<file path="src/rtl/opres_pkg.sv">
package opres_pkg;
   typedef enum logic [1:0] {
      AM_IMM = 2'b00,
      AM_DIR = 2'b01,
      AM_IND = 2'b10,
      AM_IDX = 2'b11
   } amode_e;

   typedef enum logic [1:0] {
      ST_IDLE = 2'b00,
      ST_RD1  = 2'b01,
      ST_RD2  = 2'b10,
      ST_DONE = 2'b11
   } rstate_e;
endpackage

</file>
<file path="src/rtl/opres_index_reg.sv">
module opres_index_reg #(
   parameter int ADDR_W = 8
) (
   input  logic              clk,
   input  logic              rst_n,
   input  logic              load_i,
   input  logic [ADDR_W-1:0] value_i,
   output logic [ADDR_W-1:0] index_o
);
   always_ff @(posedge clk) begin
      if (!rst_n)      index_o <= '0;
      else if (load_i) index_o <= value_i;
   end
endmodule

</file>
<file path="src/rtl/opres_addr_calc.sv">
module opres_addr_calc #(
   parameter int ADDR_W     = 8,
   parameter int ADDR_DEPTH = 256
) (
   input  logic [ADDR_W-1:0] base_i,
   input  logic [ADDR_W-1:0] offset_i,
   output logic [ADDR_W-1:0] sum_o
);
   localparam int  SUM_W   = ADDR_W + 1;
   localparam bit  POW2    = (ADDR_DEPTH == (1 << ADDR_W));

   logic [SUM_W-1:0] raw;
   assign raw = SUM_W'(base_i) + SUM_W'(offset_i);

   generate
      if (POW2) begin : g_wrap_pow2
         assign sum_o = raw[ADDR_W-1:0];
      end else begin : g_wrap_mod
         logic [SUM_W-1:0] lim;
         assign lim   = SUM_W'(ADDR_DEPTH);
         assign sum_o = (raw >= lim) ? ADDR_W'(raw - lim) : raw[ADDR_W-1:0];
      end
   endgenerate
endmodule

</file>
<file path="src/rtl/opres_seq.sv">
module opres_seq
   import opres_pkg::*;
#(
   parameter int ADDR_W = 8,
   parameter int DATA_W = 16
) (
   input  logic              clk,
   input  logic              rst_n,
   input  logic              start_i,
   input  logic [1:0]        mode_i,
   input  logic [ADDR_W-1:0] operand_i,
   input  logic [ADDR_W-1:0] idx_addr_i,
   input  logic              mem_valid_i,
   input  logic [DATA_W-1:0] mem_data_i,
   output logic              mem_req_o,
   output logic [ADDR_W-1:0] addr_o,
   output logic              done_o,
   output logic [DATA_W-1:0] value_o,
   output logic              busy_o
);
   rstate_e           st_q;
   amode_e            mode_q;
   logic [ADDR_W-1:0] addr_q;
   logic [DATA_W-1:0] value_q;

   always_ff @(posedge clk) begin
      if (!rst_n) begin
         st_q    <= ST_IDLE;
         mode_q  <= AM_IMM;
         addr_q  <= '0;
         value_q <= '0;
      end else begin
         unique case (st_q)
            ST_IDLE: if (start_i) begin
               mode_q <= amode_e'(mode_i);
               unique case (amode_e'(mode_i))
                  AM_IMM: begin
                     addr_q  <= operand_i;
                     value_q <= DATA_W'(operand_i);
                     st_q    <= ST_DONE;
                  end
                  AM_IDX: begin
                     addr_q <= idx_addr_i;
                     st_q   <= ST_RD1;
                  end
                  default: begin
                     addr_q <= operand_i;
                     st_q   <= ST_RD1;
                  end
               endcase
            end
            ST_RD1: if (mem_valid_i) begin
               if (mode_q == AM_IND) begin
                  addr_q <= mem_data_i[ADDR_W-1:0];
                  st_q   <= ST_RD2;
               end else begin
                  value_q <= mem_data_i;
                  st_q    <= ST_DONE;
               end
            end
            ST_RD2: if (mem_valid_i) begin
               value_q <= mem_data_i;
               st_q    <= ST_DONE;
            end
            default: st_q <= ST_IDLE;
         endcase
      end
   end

   assign mem_req_o = (st_q == ST_RD1) || (st_q == ST_RD2);
   assign done_o    = (st_q == ST_DONE);
   assign busy_o    = (st_q != ST_IDLE);
   assign addr_o    = addr_q;
   assign value_o   = value_q;
endmodule

</file>
<file path="src/rtl/opnd_resolver.sv">
module opnd_resolver #(
   parameter int ADDR_W     = 8,
   parameter int DATA_W     = 16,
   parameter int ADDR_DEPTH = 256
) (
   input  logic              clk,
   input  logic              rst_n,
   input  logic              start_i,
   input  logic [1:0]        mode_i,
   input  logic [ADDR_W-1:0] operand_i,
   input  logic              idx_load_i,
   input  logic [ADDR_W-1:0] idx_value_i,
   output logic              mem_req_o,
   output logic [ADDR_W-1:0] mem_addr_o,
   input  logic              mem_valid_i,
   input  logic [DATA_W-1:0] mem_data_i,
   output logic              done_o,
   output logic [DATA_W-1:0] value_o,
   output logic [ADDR_W-1:0] eaddr_o,
   output logic              busy_o
);
   generate
      if (DATA_W < ADDR_W) begin : g_chk_width
         $error("opnd_resolver: DATA_W must hold a full address");
      end
      if (ADDR_DEPTH > (1 << ADDR_W) || ADDR_DEPTH < 2) begin : g_chk_depth
         $error("opnd_resolver: ADDR_DEPTH out of range for ADDR_W");
      end
   endgenerate

   logic [ADDR_W-1:0] index_q;
   logic [ADDR_W-1:0] idx_sum;
   logic [ADDR_W-1:0] addr_w;

   opres_index_reg #(.ADDR_W(ADDR_W)) u_index (
      .clk     (clk),
      .rst_n   (rst_n),
      .load_i  (idx_load_i),
      .value_i (idx_value_i),
      .index_o (index_q)
   );

   opres_addr_calc #(.ADDR_W(ADDR_W), .ADDR_DEPTH(ADDR_DEPTH)) u_calc (
      .base_i   (operand_i),
      .offset_i (index_q),
      .sum_o    (idx_sum)
   );

   opres_seq #(.ADDR_W(ADDR_W), .DATA_W(DATA_W)) u_seq (
      .clk         (clk),
      .rst_n       (rst_n),
      .start_i     (start_i),
      .mode_i      (mode_i),
      .operand_i   (operand_i),
      .idx_addr_i  (idx_sum),
      .mem_valid_i (mem_valid_i),
      .mem_data_i  (mem_data_i),
      .mem_req_o   (mem_req_o),
      .addr_o      (addr_w),
      .done_o      (done_o),
      .value_o     (value_o),
      .busy_o      (busy_o)
   );

   assign mem_addr_o = addr_w;
   assign eaddr_o    = addr_w;
endmodule

</file>
<file path="config.mk">
export PLATFORM = sky130hd
export DESIGN_NAME = opnd_resolver
export DESIGN_NICKNAME = d
export VERILOG_FILES = /design/src/rtl/opres_pkg.sv /design/src/rtl/opres_index_reg.sv /design/src/rtl/opres_addr_calc.sv /design/src/rtl/opres_seq.sv /design/src/rtl/opnd_resolver.sv
export SDC_FILE = /design/constraint.sdc
export NUM_CORES = 1
export LEC_CHECK = 0
export ABC_AREA = 1
export CORE_ASPECT_RATIO = 0.7
export CORE_UTILIZATION = 44
export CTS_CLUSTER_SIZE = 25
export DETAILED_ROUTE_END_ITERATION = 7
export PLACE_DENSITY = 0.79
export SYNTH_ARGS = -nofsm -noshare
export SYNTH_HDL_FRONTEND = slang
export SYNTH_SLANG_ARGS = --single-unit
</file>
<file path="constraint.sdc">
create_clock -name clk -period 2.79 [get_ports clk]
set_input_delay 0.837 -clock clk [delete_from_list [all_inputs] [get_ports clk]]
set_output_delay 0.837 -clock clk [all_outputs]
set_load 0.01 [all_outputs]
</file>
# --- Yosys cells after proc, flatten, opt, wreduce, memory -nomap -nowiden ---
# Index checks and enable logic that the tools add are counted.
classes:
  n_reduce_logical: 10
  add_sub_neg: 1
  eq_ne: 11
  muxes: 17
ops:
  columns: ["operator", "n"]
  rows:
  - ["2-to-1 mux 16 bit", 5]
  - ["case mux 16 bit (3 select lines)", 1]
  - ["2-to-1 mux 8 bit", 4]
  - ["case mux 8 bit (2 select lines)", 1]
  - ["!= test 2 bit (second input constant)", 5]
  - ["adder 8 bit", 1]
  - ["equality test 2 bit (second input constant)", 4]
  - ["2-to-1 mux 2 bit", 4]
  - ["case mux 2 bit (3 select lines)", 1]
  - ["AND reduction 6 bit", 1]
  - ["zero test 2 bit", 2]
  - ["AND reduction 4 bit", 1]
  - ["nonzero test 2 bit", 2]
  - ["AND reduction 3 bit", 1]
  - ["nonzero test 3 bit", 1]
  - ["equality test 2 x 1 -> 1 bit (second input constant)", 1]
  - ["!= test 2 x 1 -> 1 bit (second input constant)", 1]
  - ["AND reduction 2 bit", 1]
  - ["logical OR 1 bit", 1]
  - ["2-to-1 mux 1 bit", 1]
word_totals:
  elab_cells: 44
  reg_bits: 36

# --- Longest topological paths before layout ---
# Gate-level depths: netlist of the first run.
logic_depth:
  word_depth: 4
  depth_mapped: 13

# --- By module ---
# A second synthesis of the first run with hierarchy kept.
hier_totals:
  hier_cells: 391
  area_unflattened_um2: 2590.0
modules_own_cells:
  columns: ["module", "cells_each", "area_per_inst_um2", "instances"]
  rows:
  - ["opres_seq", 272, 1811.7, 1]
  - ["opres_addr_calc", 60, 361.6, 1]
  - ["opres_index_reg", 51, 356.6, 1]
  - ["opnd_resolver", 8, 60.1, 1]

# --- Worst setup path after synthesis of the first run ---
# OpenSTA, ideal clock, no wires.
synth_path:
  kind: "in2reg"
  start: "input operand_i[0]"
  end: "register u_seq.addr_q[6] (netlist: u_seq.addr_o[6])"
  cell_stages: 13
  t_arrival_ps: 1938
  setup_time_ps: 120
  path_slack_ps: 732
  cell_sequence: "ha_1 inv_1 fa_1 inv_1 nand2_1 nand2_1 nand3b_1 nand2_1 nand2_1 nand3_1 nand2_1 nand2_1 a21oi_1"
synth_between:
  elab_chain_len: 4
synth_lines:
  columns: ["element", "line_no", "text"]
  rows:
  - ["start, declared", "opnd_resolver.sv:10", "input logic [ADDR_W-1:0] operand_i,"]
  - ["adder 8 bit", "opres_addr_calc.sv:13", "assign raw = SUM_W'(base_i) + SUM_W'(offset_i);"]
  - ["2-to-1 mux 8 bit", "opres_seq.sv:36", "unique case (amode_e'(mode_i))"]
  - ["2-to-1 mux 8 bit", "opres_seq.sv:34", "ST_IDLE: if (start_i) begin"]
  - ["case mux 8 bit (2 select lines)", "opres_seq.sv:33", "unique case (st_q)"]
  - ["end signal, assigned", "opres_seq.sv:38", "addr_q <= operand_i;"]
  - ["end signal, assigned", "opres_seq.sv:43", "addr_q <= idx_addr_i;"]
  - ["end signal, assigned", "opres_seq.sv:47", "addr_q <= operand_i;"]
  - ["end, declared", "opres_seq.sv:23", "logic [ADDR_W-1:0] addr_q;"]
# Every way passes these cells. The select of a mux whose other input is x is not followed.
# A chain may end at the register's enable or synchronous reset.

# --- Worst setup path after layout of the first run ---
layout_path:
  start: "register u_seq.st_q[0]"
  end: "output busy_o"
layout_between:
  elab_chain_len: 1
layout_lines:
  columns: ["element", "line_no", "text"]
  rows:
  - ["start, declared", "opres_seq.sv:21", "rstate_e st_q;"]
  - ["start signal, assigned", "opres_seq.sv:28", "st_q <= ST_IDLE;"]
  - ["start signal, assigned", "opres_seq.sv:40", "st_q <= ST_DONE;"]
  - ["start signal, assigned", "opres_seq.sv:44", "st_q <= ST_RD1;"]
  - ["nonzero test 2 bit", "opres_seq.sv:72", "assign busy_o = (st_q != ST_IDLE);"]
  - ["end, declared", "opnd_resolver.sv:20", "output logic busy_o"]
# Every way passes these cells.

==> flow_metrics.py, run 1 <==
metrics = {
    "global_route": {
        "grt_max_degree": 22,
        "grtUsageTotal": 0.2314,
        "grt_pass1_vias": 1995,
        "grt_pass1_wl_um": 9004,
        "grt-ovfl-total": 0,
        "antenna_found_initial": 0,
    },
    "power": {
        "powerDensity_nw_per_um2": 956.2,
        "power_leakage_nw": 1.250,
        "power_mw": 2.766,
        "vdd_drop_max_uv": 685.2,
    },
    "min_path": {
        "hp-start": "u_seq.value_o[15]",
        "worstHoldPathType": "flip-flop to flip-flop",
    },
    "yosys": {
        "synth_nets": 346,
        "synthMuxAreaShare": 0,
        "postSynthCellCount": 295,
        "synthXorXnorAreaFrac": 0.008526,
        "synth_ff_type": "dfxtp_1",
        "synth_edf_count": 0,
        "synthArstFlopShare": 0,
        "post_synth_num_cell_types": 27,
        "synth-seq-cells": 36,
        "synth-simple-area-share": 0.2479,
        "synth-compound-area-share": 0.1991,
        "synthesis.area_um2": 2054,
        "synth_adder_area_share": 0.07674,
        "synth_warnings": 0,
        "syn_avg_cell_area_um2": 6.964,
        "yosysSeqAreaShare": 0.3508,
        "synth_top_family_by_area": "simple AND/OR/NAND/NOR gates",
    },
    "flow_run": {
        "drv_cap": 0,
    },
    "sta": {
        "fin_tns_setup_ns": 0,
        "finalCritPeriodShare": 0.9053,
        "worst_pin_slew_ns": 0.5875,
        "whs_ns": 0.4649,
        "maxSlewViolCount": 0,
        "max_slew_margin": 0.6084,
        "rsz0062_at_grt": "no",
        "hold_violations": 0,
        "min_period_ns": 2.526,
        "fmax_ghz": 0.3959,
        "setup_viol": 0,
        "finClkSkew_ns": 0.009805,
    },
    "clock_network": {
        "cts_tree": "yes",
        "cts_max_path_buffers": 2,
        "path_clk_slew_ns": 0.08,
        "root_buffer": "clkbuf_8",
        "holdBufCountCts": 0,
        "numCtsBuffers": 5,
        "htreeDepth": 2,
        "cts_setup_buffers": 0,
        "insertion_delay_ns": 0.30,
        "clock-sinks": 36,
        "post_cts_resized": 0,
    },
    "cells_and_area": {
        "fin_cells": 418,
        "area_growth_pct": 40.80,
        "num-nets-final": 413,
        "num_antenna_cells": 0,
        "drive_gt1_frac": 0.07163,
    },
    "die": {
        "dieArea_um2": 4951,
        "start_util": 0.4665,
        "die_w_um": 83.67,
        "die_h_um": 59.17,
        "io_pins": 74,
        "floorplan.rows": 20,
        "core_area_um2": 4404,
    },
    "worst_setup_path": {
        "path_class": "flip-flop to output port",
        "critPathLaunch": "u_seq.st_q[0]",
        "crit_path_end_kind": "output port",
        "r2r_start": "u_seq.st_q[1]",
        "worstPathMaxFanout": 6,
        "crit_required_ns": 1.95,
        "cp-start-kind": "flip-flop",
        "cp.arrival_ns": 1.69,
    },
    "route": {
        "dr_total_vias": 2126,
        "wl_um": 5377,
        "wl_met1_um": 2522,
        "wl_met2_um": 2274,
        "wl_met3_um": 475,
        "drt-wirelength-per-cell_um": 12.86,
        "remaining_drc_errors": 0,
        "drt_first_iter_violations": 105,
        "ant_nets": 0,
        "drtPass1Iterations": 4,
        "top_layer": "met4",
        "viasPerCell": 5.086,
    },
    "placed_design": {
        "portBuffers": 73,
        "dpl.cell_count": 410,
        "dp_hpwl_um": 3993,
        "routabilityCongestion": 0.8500,
    },
    "status": {
        "outcome": "finished clean",
    },
}
kinds of logic (layout without fill, tap and decap cells):
family	after synthesis	in the layout
simple gates	121	121
compound gates	75	75
buf+inv	49	117
flops	36	36
fa+ha+maj	12	12
xor+xnor	2	2
layout make-up:
type | instances | area, µm²
sequential | 36 | 720.7
clock inverter | 1 | 30.03
clock buffer | 7 | 96.34
multi-input combinational | 210 | 1094
timing repair buffer | 77 | 760.7
fill | 406 | 1511
inverter | 32 | 122.6
tap | 55 | 68.82
synth_stat cells (2+ instances only):
cell	number	area, µm²
nand2_1	61	229.0
dfxtp_1	36	720.7
a21oi_1	34	170.2
nor2_1	34	127.6
o21ai_0	31	155.2
inv_1	27	101.4
nand3_1	18	90.09
ha_1	11	137.6
buf_4	8	60.06
clkbuf_1	5	18.77
buf_6	3	33.78
inv_2	3	11.26
o211ai_1	3	22.52
or2_2	3	18.77
a21oi_2	2	17.52
nand3b_1	2	15.01
o21ai_2	2	17.52
o31ai_1	2	15.01
xnor2_1	2	17.52
routing by layer:
metal / up-vias / global-route usage
met4: 0 / 0.08475
met1: 940 / 0.3033
met2: 89 / 0.3821
met3: 12 / 0.05014
li1: 1085 / -
met5: - / 0
state kept, by name, summed over array words and instances (netlist names):
| name | cells |
|---|---|
| u_index.index_o | 8 |
| u_seq.value_o | 16 |
| u_seq.mode_q | 2 |
| u_seq.addr_o | 8 |
| u_seq.st_q | 2 |
placed cells by master (no fill, tap or decap), types with 4 or more instances in the layout:
| cell | synthesis | routed |
|---|---|---|
| clkdlybuf4s50_1 | 0 | 73 |
| nand2_1 | 61 | 61 |
| dfxtp_1 | 36 | 36 |
| a21oi_1 | 34 | 34 |
| nor2_1 | 34 | 34 |
| o21ai_0 | 31 | 31 |
| inv_1 | 27 | 27 |
| nand3_1 | 18 | 18 |
| ha_1 | 11 | 11 |
| clkbuf_8 | 0 | 7 |
| buf_4 | 8 | 4 |
worst max-delay path: stages (launching register included):
cell and delay (ns):
dfxtp_1 0.39, inv_1 0.08, ha_1 0.29, inv_2 0.10
clkdlybuf4s50_1 0.53
through the flow:
step | worst slack (ns) | cell area (µm²) | util
2_1_floorplan | 0.7320 | 2054 | -
3_3_place_gp | 0.1216 | 2766 | 0.6281
3_5_place_dp | 0.1059 | 2766 | 0.6281
4_1_cts | 0.2647 | 2893 | 0.6568
5_1_grt | 0.1708 | 2893 | 0.6568
6_report | 0.2643 | 2893 | 0.6568
final timing paths:
kind | end | slack, ns | cells past startpoint
setup reg to reg | u_seq.addr_o[0] | 0.56 | 9
setup / recovery | busy_o | 0.26 | 4
hold reg to reg | u_seq.value_o[15] | 0.46 | 2
hold / removal | u_seq.value_o[15] | 0.46 | 2
power by group:
group          switching, mW  internal [mW]  total [mW]  leakage, nW
combinational          0.806          0.663        1.47        0.889
clock                  0.202          0.316       0.517       0.0645
sequential             0.107          0.673       0.780        0.296
Power figures use the tool's default switching activity.
==> run 2: changes to the inputs <==
Settings changed: DONT_BUFFER_PORTS set to 1, PLACE_DENSITY 0.79 to unset.
==> run 2 against run 1 <==
- cell area shrank 25%
- global-route usage decreased by 1.8 points
- non-clock buffer count down 76
- clock skew decreased by 0.0033 ns
- first-iteration DRC count is 8.6% higher
- combinational power is 36% lower
- critical endpoint is now mem_req_o
- largest cell class unchanged
==> flow_metrics.py, run 2 (synthesis results as in run 1) <==
metrics = {
    "status": {
        "outcome": "finished clean",
    },
    "sta": {
        "min_period_ns": 2.185,
        "worst_pin_slew_ns": 0.5825,
        "rsz0062_at_grt": "no",
        "finalCritPeriodShare": 0.7832,
        "hold_violations": 0,
        "max_slew_margin": 0.6112,
        "finClkSkew_ns": 0.006472,
        "fin_tns_setup_ns": 0,
        "fmax_ghz": 0.4577,
        "maxSlewViolCount": 0,
        "setup_viol": 0,
    },
    "clock_network": {
        "cts_tree": "yes",
        "holdBufCountCts": 0,
        "clock-sinks": 36,
        "insertion_delay_ns": 0.29,
        "post_cts_resized": 0,
        "numCtsBuffers": 5,
        "htreeDepth": 2,
        "cts_setup_buffers": 0,
        "cts_max_path_buffers": 2,
        "root_buffer": "clkbuf_8",
        "path_clk_slew_ns": 0.07,
    },
    "placed_design": {
        "portBuffers": 0,
        "routabilityCongestion": 0.7715,
        "dp_hpwl_um": 3714,
    },
    "worst_setup_path": {
        "crit_slowest_cell": "ha_1",
        "cp-start-kind": "flip-flop",
        "worstPathMaxFanout": 11,
        "path_class": "flip-flop to output port",
        "crit_chain": "inv_1, ha_1",
        "crit_required_ns": 1.95,
        "crit_path_end_kind": "output port",
        "cp.arrival_ns": 1.35,
        "slowest_delay_ns": 0.59,
    },
    "die": {
        "dieArea_um2": 4951,
        "die_w_um": 83.67,
        "floorplan.rows": 20,
        "die_h_um": 59.17,
        "core_area_um2": 4404,
        "start_util": 0.4665,
        "io_pins": 74,
    },
    "route": {
        "dr_total_vias": 1799,
        "viasPerCell": 5.260,
        "remaining_drc_errors": 0,
        "drt_first_iter_violations": 114,
        "drt-wirelength-per-cell_um": 14.32,
        "drtPass1Iterations": 4,
        "ant_nets": 0,
        "wl_um": 4897,
    },
    "cells_and_area": {
        "multi_input_area_um2": 1094,
        "area_growth_pct": 5.725,
        "postLayoutCoreUtil": 0.4932,
        "num_antenna_cells": 0,
        "fill_cells": 452,
        "final_common_cell": "nand2_1",
        "mostFrequentLayoutCells": "61 x nand2_1, 36 x dfxtp_1, 34 x a21oi_1, 34 x nor2_1, 31 x o21ai_0",
        "seq_area_um2": 720.7,
        "largest_register_ffs": 16,
        "drive_gt1_frac": 0.08014,
        "num-nets-final": 337,
    },
    "global_route": {
        "grtUsageTotal": 0.2139,
        "grt_pass1_vias": 1650,
        "grt-ovfl-total": 0,
        "antenna_found_initial": 0,
        "grt_max_degree": 23,
        "grt_pass1_wl_um": 8107,
    },
    "power": {
        "power_leakage_nw": 0.9778,
        "vdd_drop_max_uv": 552.7,
        "powerDensity_nw_per_um2": 1135,
    },
    "flow_run": {
        "drv_cap": 0,
    },
    "min_path": {
        "worstHoldPathType": "flip-flop to flip-flop",
    },
}
## run 2: cell count changes in the layout (fill, tap and decap cells not counted), sizes merged
cell           delta
bufinv            +2
clkdlybuf4s50    -73
buf               -3
clkbuf            -2
## run 2: path summary, 6_finish.rpt
check / from / to / slack, ns / cells past startpoint
setup / recovery: u_seq.st_q[0] / mem_req_o / 0.60 / 2
hold / removal: u_seq.mode_q[0] / u_seq.mode_q[0] / 0.49 / 2
setup reg to reg: u_seq.st_q[0] / u_seq.addr_o[3] / 0.63 / 8
hold reg to reg: u_seq.mode_q[0] / u_seq.mode_q[0] / 0.49 / 2
## run 2: power by group
group / switching (mW) / internal [mW] / total, mW
Clock: 0.198 / 0.447 / 0.645
Sequential: 0.202 / 0.673 / 0.875
Combinational: 0.635 / 0.309 / 0.944
## run 2: metal layers
| metal | wire length, µm | vias to the layer above | share of wire | GRT usage |
|---|---|---|---|---|
| met5 | 0 | - | 0 | 0 |
| met4 | 53 | 0 | 0.011 | 0.07264 |
| met3 | 502 | 5 | 0.10 | 0.08774 |
| met2 | 1823 | 61 | 0.37 | 0.2950 |
| met1 | 2517 | 795 | 0.51 | 0.3001 |
| li1 | - | 938 | - | - |
## run 2: per-stage QoR
step | power (mW) | cells | hold WS, ns | cell area [µm²] | setup slack, ns
after floorplan | 1.726 | 295 | 0.4489 | 2054 | 0.7320
after global placement | 1.817 | 334 | 0.4870 | 2013 | 0.6089
after detailed placement | 1.829 | 334 | 0.4852 | 2013 | 0.5844
after CTS | 2.481 | 342 | 0.4977 | 2172 | 0.6012
after global routing | 2.664 | 342 | 0.5208 | 2172 | 0.4052
final | 2.464 | 342 | 0.4931 | 2172 | 0.6050
## run 2: cell type report
type,instances,area share
multi-input cells,210,0.5035
flip-flops and latches,36,0.3318
inverters,32,0.05645
clock inverters,3,0.04147
clock buffers,5,0.03168
well taps,55,0.03168
repair buffers,1,0.003456
## run 2: critical path: cells and delay by family, from the launching register on
family,cells,cell delay (ns)
flops,1,0.39
buf+inv,1,0.09
fa+ha+maj,1,0.59
